==> src/rtl/hirq_ctrl.sv <==
module hirq_ctrl #(
  parameter int NEV     = 6,
  parameter int NCMD    = 4,
  parameter int AW      = 8,
  parameter int TW      = 8,
  parameter int THR_RST = 8
) (
  input  logic            clk,
  input  logic            rst_n,
  input  logic            wr_en,
  input  logic [AW-1:0]   addr,
  input  logic [31:0]     wr_data,
  output logic [31:0]     rd_data,
  input  logic [NEV-1:0]  evt_pulse,
  input  logic [NCMD-1:0] cmd_ack,
  output logic [NCMD-1:0] cmd_bits,
  input  logic            uframe_tick,
  output logic            irq
);
  localparam logic [TW-1:0] CNT_MAX = {TW{1'b1}};

  logic [NCMD-1:0] cmd_q;
  logic [NEV-1:0]  sts_q, en_q;
  logic            mie_q, irq_q;
  logic [TW-1:0]   thr_q, ucnt_q;

  wire in_range = (addr[AW-1:5] == '0);
  wire [2:0] widx = addr[4:2];
  wire w_cmd = wr_en && in_range && widx == 3'd0;
  wire w_sts = wr_en && in_range && widx == 3'd1;
  wire w_ens = wr_en && in_range && widx == 3'd2;
  wire w_enc = wr_en && in_range && widx == 3'd3;
  wire w_thr = wr_en && in_range && widx == 3'd4;

  wire pending = mie_q && |(sts_q & en_q);
  wire gap_ok  = ucnt_q >= thr_q;
  wire rise    = pending && !irq_q && gap_ok;

  wire [31:0] en_view = {mie_q, {(31-NEV){1'b0}}, en_q};

  always_comb begin
    rd_data = '0;
    if (in_range)
      case (widx)
        3'd0: rd_data = {{(32-NCMD){1'b0}}, cmd_q};
        3'd1: rd_data = {{(32-NEV){1'b0}}, sts_q};
        3'd2, 3'd3: rd_data = en_view;
        3'd4: rd_data = {{(32-TW){1'b0}}, thr_q};
        default: rd_data = '0;
      endcase
  end

  always_ff @(posedge clk or negedge rst_n) begin
    if (!rst_n) begin
      cmd_q  <= '0;
      sts_q  <= '0;
      en_q   <= '0;
      mie_q  <= 1'b0;
      thr_q  <= TW'(THR_RST);
      ucnt_q <= CNT_MAX;
      irq_q  <= 1'b0;
    end else begin
      cmd_q <= (cmd_q & ~cmd_ack) | (w_cmd ? wr_data[NCMD-1:0] : '0);
      sts_q <= (sts_q & ~(w_sts ? wr_data[NEV-1:0] : '0)) | evt_pulse;
      if (w_ens) begin
        en_q  <= en_q | wr_data[NEV-1:0];
        mie_q <= mie_q | wr_data[31];
      end else if (w_enc) begin
        en_q  <= en_q & ~wr_data[NEV-1:0];
        mie_q <= mie_q & ~wr_data[31];
      end
      if (w_thr) thr_q <= wr_data[TW-1:0];
      if (rise) ucnt_q <= '0;
      else if (uframe_tick && ucnt_q != CNT_MAX) ucnt_q <= ucnt_q + 1'b1;
      irq_q <= pending && (irq_q || gap_ok);
    end
  end

  assign cmd_bits = cmd_q;
  assign irq      = irq_q;
endmodule

==> config.mk <==
export PLATFORM = sky130hd
export DESIGN_NAME = hirq_ctrl
export DESIGN_NICKNAME = d
export VERILOG_FILES = /design/src/rtl/hirq_ctrl.sv
export SDC_FILE = /design/constraint.sdc
export NUM_CORES = 1
export LEC_CHECK = 0
export ABC_AREA = 0
export BUFFER_PORTS_ARGS = -buffer_cell sky130_fd_sc_hd__buf_4
export CAP_MARGIN = 0
export CORE_MARGIN = 2
export CORE_UTILIZATION = 45
export CTS_CLUSTER_DIAMETER = 40
export DETAILED_ROUTE_END_ITERATION = 7
export GPL_TIMING_DRIVEN = 1
export PLACE_DENSITY = 0.84
export RECOVER_POWER = 100
export SLEW_MARGIN = 20
export SYNTH_ARGS = -nofsm -noshare
export SYNTH_HDL_FRONTEND = slang
export SYNTH_SLANG_ARGS = --single-unit
==> constraint.sdc <==
create_clock -name clk -period 2.4 [get_ports clk]
set_input_delay 0.12 -clock clk [delete_from_list [all_inputs] [get_ports clk]]
set_output_delay 0.12 -clock clk [all_outputs]
set_load 0.02 [all_outputs]
==> results of run 1 <==
layout by cell type, fill, tap and decap left out, types with 8 or more instances in the layout:
| cell | count |
|---|---|
| buf_4 | 27 |
| dfrtp_1 | 25 |
| nand2_1 | 23 |
| conb_1 | 23 |
| inv_1 | 21 |
| clkbuf_1 | 14 |
| mux2i_1 | 13 |
| a2bb2oi_1 | 10 |
| ha_1 | 9 |
| dfstp_2 | 9 |
| nor2_1 | 8 |
through the flow:
| step | std cells | util (%) | cell area (µm²) |
|---|---|---|---|
| after global placement | 322 | 52.6 | 2500 |
| after global routing | 335 | 53.6 | 2550 |
| after detailed placement | 322 | 52.6 | 2500 |
| after CTS | 335 | 55.6 | 2640 |
| final | 335 | 53.6 | 2550 |
| after floorplan | 242 | - | 2300 |
worst register-to-register path, cell delays in order (launching register included):
cell and delay [ps]:
dfstp_2 540, inv_1 70, ha_1 270, nand2b_4 150, a2111oi_4 330, o21ai_1 320
o211a_1 310
synth_stat cells (2+ instances only):
master	n
a21oi_1	7
and4b_1	3
ha_1	9
and4_1	2
nand2_1	22
and2_1	2
nor2b_1	4
clkbuf_1	2
a2bb2oi_1	10
a22oi_1	6
o21ai_0	7
and3_1	2
mux2_4	8
buf_4	23
xnor2_1	2
buf_2	4
dfstp_2	9
dfrtp_1	25
nor2_1	8
inv_1	21
a21o_1	7
nand3_1	3
mux2i_1	13
worst max path at each step:
stage,to,slack [ps]
global placement,irq$_DFF_PN0_,490
CTS,irq$_DFF_PN0_,460
global route,irq$_DFF_PN0_,190
finish,irq$_DFF_PN0_,320
floorplan,irq$_DFF_PN0_,580
detailed placement,ucnt_q[6]$_DFFE_PN1P_,470
per-layer routing:
metal | vias to the layer above | global-route usage [%]
met3 | 13 | 3.52
met5 | - | 0
li1 | 819 | -
met4 | 0 | 9.92
met2 | 58 | 31.9
met1 | 815 | 23.7
power groups by stage:
stage / Sequential [µW] / Combinational (µW) / Clock [µW]
after global placement: 811 / 634 / 0
after CTS: 806 / 673 / 444
final: 809 / 635 / 434
after detailed placement: 814 / 658 / 0
after global routing: 825 / 715 / 468
after floorplan: 796 / 519 / 0
cell type report:
class	instances	area [µm²]
inverter	21	78.8
multi-input combinational	158	1120
timing repair buffer	47	314
fill	460	2210
tap	67	83.8
clock buffer	7	86.3
sequential	34	862
clock inverter	1	5.00
kinds of logic (layout without fill, tap and decap cells):
group | count (synthesis) | after routing | synth area share [%]
AOI/OAI and AO/OA | 48 | 48 | 17.0
adders and majority gates | 9 | 9 | 5.07
buffers and inverters | 50 | 76 | 12.6
other | 1 | 23 | 0.169
DFF | 34 | 34 | 38.8
and+or+nand+nor | 54 | 54 | 14.0
muxes | 21 | 21 | 11.3
xor gates and xnor gates | 3 | 3 | 1.18
==> results.json, run 1 <==
{
  "highest_layer": "met4",
  "combPwrFrac_pct": 33.8,
  "fp.dieH_um": 74.3,
  "drc": 0,
  "netlist_instances": 220,
  "wl_per_cell_um": 13.9,
  "clock_sinks": 34,
  "clockBufferDepth": 2,
  "crit_path_start": "ucnt_q[0]$_DFFE_PN1P_",
  "async_flop_share_pct": 100,
  "worst_setup_path_end_kind": "flip-flop",
  "critPathKind": "flip-flop to flip-flop",
  "num_rows": 25,
  "status": "finished clean",
  "cp_slowest_stage_delay_ps": 540,
  "synth_edf_count": 0,
  "p_total_uw": 1880,
  "ios": 91,
  "reg2reg_from": "ucnt_q[0]$_DFFE_PN1P_",
  "synthFlopType": "dfrtp_1",
  "maxCapViolCount": 0,
  "power_frac_clock_pct": 23.1,
  "dpl_worst_slack_ps": 467,
  "fmax_mhz": 480,
  "hold_start": "evt_pulse[1]",
  "min_to": "sts_q[1]$_DFF_PN0_",
  "holdWs_ps": 6.41,
  "rrSetupSlack_ps": 320,
  "ir_drop_mv": 0.380,
  "initial_core_util_pct": 46.7,
  "syn_to_final_growth_pct": 14.6,
  "overflow": 0,
  "swShare_pct": 35.5,
  "routed_wl_um": 4670,
  "vias_per_cell": 5.09,
  "die_x_um": 74.3,
  "rsz0062_at_grt": "no",
  "synth_area_per_cell_um2": 10.1,
  "synth_top_area_share_pct": 28.2,
  "yosysTopAreaCell": "dfrtp_1",
  "wl_met3_um": 220,
  "dp_hpwl_um": 3450,
  "via_count": 1705,
  "finalHoldViolations": 0,
  "nets": 330,
  "port_buffers": 42,
  "cts_root_buffer": "clkbuf_8",
  "clk_pin_slew_worst_paths_ps": 60,
  "relSlewSlack_pct": 43.2,
  "cts_resized": 0,
  "clock_latency_ps": 290,
  "worst-path-max-fanout": 9,
  "netSwitchingPower_uw": 667,
  "grt_max_degree": 35,
  "path_depth": 6,
  "crit_path_top_delay_cell": "dfstp_2",
  "cp.required_ps": 2580,
  "min_path_type": "input port to flip-flop",
  "power_per_cell_area_nw_per_um2": 737,
  "first_pass_iters": 4,
  "fin_ws_ps": 316,
  "htreeDepth": 2,
  "crit_chain": "inv_1 > ha_1 > nand2b_4 > a2111oi_4 > o21ai_1 > o211a_1",
  "fp.dieArea_um2": 5510,
  "rr_worst_depth": 6,
  "drive_above_1_share_pct": 20.1,
  "critPathArrivalTime_ps": 2260,
  "reg2reg_to": "irq$_DFF_PN0_",
  "grt_antenna_before_repair": 0,
  "cts_tree": "yes",
  "ys_seq_elements": 34,
  "syn_area_um2": 2220,
  "ys_warn_count": 0,
  "worstHoldPathCells": 2,
  "grt.total_usage_pct": 19.1,
  "cts_made_buffers": 5,
  "final.setup.tns_ps": 0,
  "p_int_uw": 1210,
  "ant_nets": 0,
  "clock_skew_ps": 9.09,
  "cts-hold-fix-buffers": 5,
  "slew_violations": 0,
  "layout_min_cycle_time_ps": 2080,
  "post_cts_buffers": 0,
  "critPathLaunchType": "flip-flop",
  "p_seq_share_pct": 43.1,
  "yosysUniqueCellTypes": 44,
  "critical_path_buf_inv_count": 1,
  "grt_pass1_wl_um": 8000,
  "p_leak_uw": 0.00122,
  "core_um2": 4750,
  "finalWeightedCongestion": 0.820,
  "grt_pass1_vias": 1727,
  "period_share_pct": 86.8,
  "antenna_cells": 0,
  "worst_pin_slew_ps": 851,
  "drt_first_iter_violations": 70,
  "synth_top_cells_by_area": "dfrtp_1, dfstp_2, buf_4",
  "crit_family": "compound AO/OA/AOI/OAI gates",
  "wl_met1_um": 1990,
  "route.met2.wl_um": 2330,
  "setup_viol": 0,
  "seq_area_frac_synth_pct": 38.8
}
Note: power is estimated with default switching activity, not from simulation.
==> run 2: changes to the inputs <==
Settings changed: BUFFER_PORTS_ARGS -buffer_cell sky130_fd_sc_hd__buf_4 to -buffer_cell sky130_fd_sc_hd__buf_2.
==> run 2 against run 1 <==
Largest cell class unchanged. Final cell count grew 1.5%. Setup slack gained 9.1 ps. Largest power group unchanged. Critical path type unchanged. Critical endpoint is now ucnt_q[6]$_DFFE_PN1P_. Core utilization shrank 0.58 points.
==> results.json, run 2 (synthesis gave the netlist of run 1 again) <==
{
  "htreeDepth": 2,
  "reg2reg_from": "ucnt_q[0]$_DFFE_PN1P_",
  "clock_latency_ps": 300,
  "period_share_pct": 86.5,
  "multi_input_area_um2": 1110,
  "worst_pin_slew_ps": 793,
  "postLayoutCoreUtil_pct": 53.0,
  "worst-path-max-fanout": 9,
  "min_path_type": "input port to flip-flop",
  "fillers": 468,
  "grt_pass1_vias": 1712,
  "clockBufferDepth": 2,
  "vias_per_cell": 5.17,
  "worst_setup_path_end_kind": "flip-flop",
  "cts_root_buffer": "clkbuf_8",
  "initial_core_util_pct": 46.7,
  "maxCapViolCount": 0,
  "clk_pin_slew_worst_paths_ps": 70,
  "crit_chain": "inv_1 > ha_1 > nand2b_1 > a2111oi_4 > o21ai_2 > a221oi_1",
  "critPathLaunchType": "flip-flop",
  "num_rows": 25,
  "finalHoldViolations": 0,
  "grt_pass1_wl_um": 8400,
  "clock_skew_ps": 7.33,
  "dp_hpwl_um": 3580,
  "power_per_cell_area_nw_per_um2": 755,
  "routed_wl_um": 5090,
  "layout_commonest_cell": "buf_2",
  "drive_above_1_share_pct": 19.0,
  "first_pass_iters": 4,
  "drt_first_iter_violations": 95,
  "grt.total_usage_pct": 20.2,
  "critPathKind": "flip-flop to flip-flop",
  "status": "finished clean",
  "seq_area_um2": 862,
  "post_cts_buffers": 0,
  "wl_per_cell_um": 15.0,
  "overflow": 0,
  "via_count": 1758,
  "syn_to_final_growth_pct": 13.4,
  "hold_start": "cmd_ack[0]",
  "grt_antenna_before_repair": 0,
  "fp.dieArea_um2": 5510,
  "ir_drop_mv": 0.428,
  "ant_nets": 0,
  "nets": 335,
  "slew_violations": 0,
  "drc": 0,
  "layout_min_cycle_time_ps": 2080,
  "cts_tree": "yes",
  "crit_path_start": "ucnt_q[0]$_DFFE_PN1P_",
  "crit_path_top_delay_cell": "dfstp_1",
  "die_x_um": 74.3,
  "final_cell_mix": "buf_2, dfrtp_1, nand2_1, conb_1, inv_1",
  "setup_viol": 0,
  "port_buffers": 42,
  "finalWeightedCongestion": 0.882,
  "grt_max_degree": 35,
  "fp.dieH_um": 74.3,
  "ios": 91,
  "clock_sinks": 34,
  "relSlewSlack_pct": 47.1,
  "rsz0062_at_grt": "no",
  "final.setup.tns_ps": 0,
  "p_leak_uw": 0.00121,
  "fmax_mhz": 482,
  "cp_slowest_stage_delay_ps": 550,
  "core_um2": 4750,
  "cts_made_buffers": 5,
  "cp.required_ps": 2600,
  "antenna_cells": 0,
  "critPathArrivalTime_ps": 2270
}
run 2: worst paths after layout:
check	to	slack, ps	cells past startpoint
max in group asynchronous	cmd_bits[3]$_DFF_PN0_	1440	2
worst min register to register	sts_q[3]$_DFF_PN0_	520	1
worst max-delay path	ucnt_q[6]$_DFFE_PN1P_	320	6
worst min-delay path	cmd_bits[0]$_DFF_PN0_	4	2
min in group asynchronous	thr_q[6]$_DFFE_PN0P_	460	2
worst max register to register	ucnt_q[6]$_DFFE_PN1P_	320	6
run 2: routing by layer:
metal	routed length [µm]	GRT usage, %	vias to the layer above	share of wire (%)
met5	0	0	-	0
li1	-	-	827	-
met1	2130	24.3	874	42
met2	2650	35.8	48	52
met4	71	7.34	0	1.4
met3	235	4.34	9	4.6
run 2: per-stage QoR:
step                hold WS (ps)  total power [µW]  worst slack, ps  instances  instance area (µm²)
floorplan                   -176              1310              584        242                 2300
global placement             234              1420              487        322                 2400
detailed placement           238              1470              412        322                 2400
CTS                        0.259              1940              397        340                 2590
global route                21.4              2020              158        340                 2520
finish                      4.06              1900              325        340                 2520
run 2: power by group:
group | switching, µW | internal [µW]
Clock | 228 | 231
Sequential | 103 | 703
Combinational | 373 | 263
run 2: critical path: cells and delay by family, from the launching register on:
family / cells / cell delay (ps)
flip-flops: 1 / 550
AND/OR/NAND/NOR: 1 / 170
adder cells (fa/ha/maj): 1 / 270
AO/OA/AOI/OAI: 3 / 900
buffers and inverters: 1 / 80
run 2: final cells by class:
type | count | share of cell area [%]
inverters | 21 | 3.13
multi-input cells | 158 | 43.9
clock buffers | 6 | 3.28
well taps | 67 | 3.33
flip-flops and latches | 34 | 34.2
clock inverters | 2 | 0.497
repair buffers | 52 | 11.6
run 2: what timing repair did:
| action | in CTS | in global routing |
|---|---|---|
| resized for setup | 0 | 0 |
| hold buffers | 10 | 0 |
| endpoints found under the hold margin | 34 | 0 |
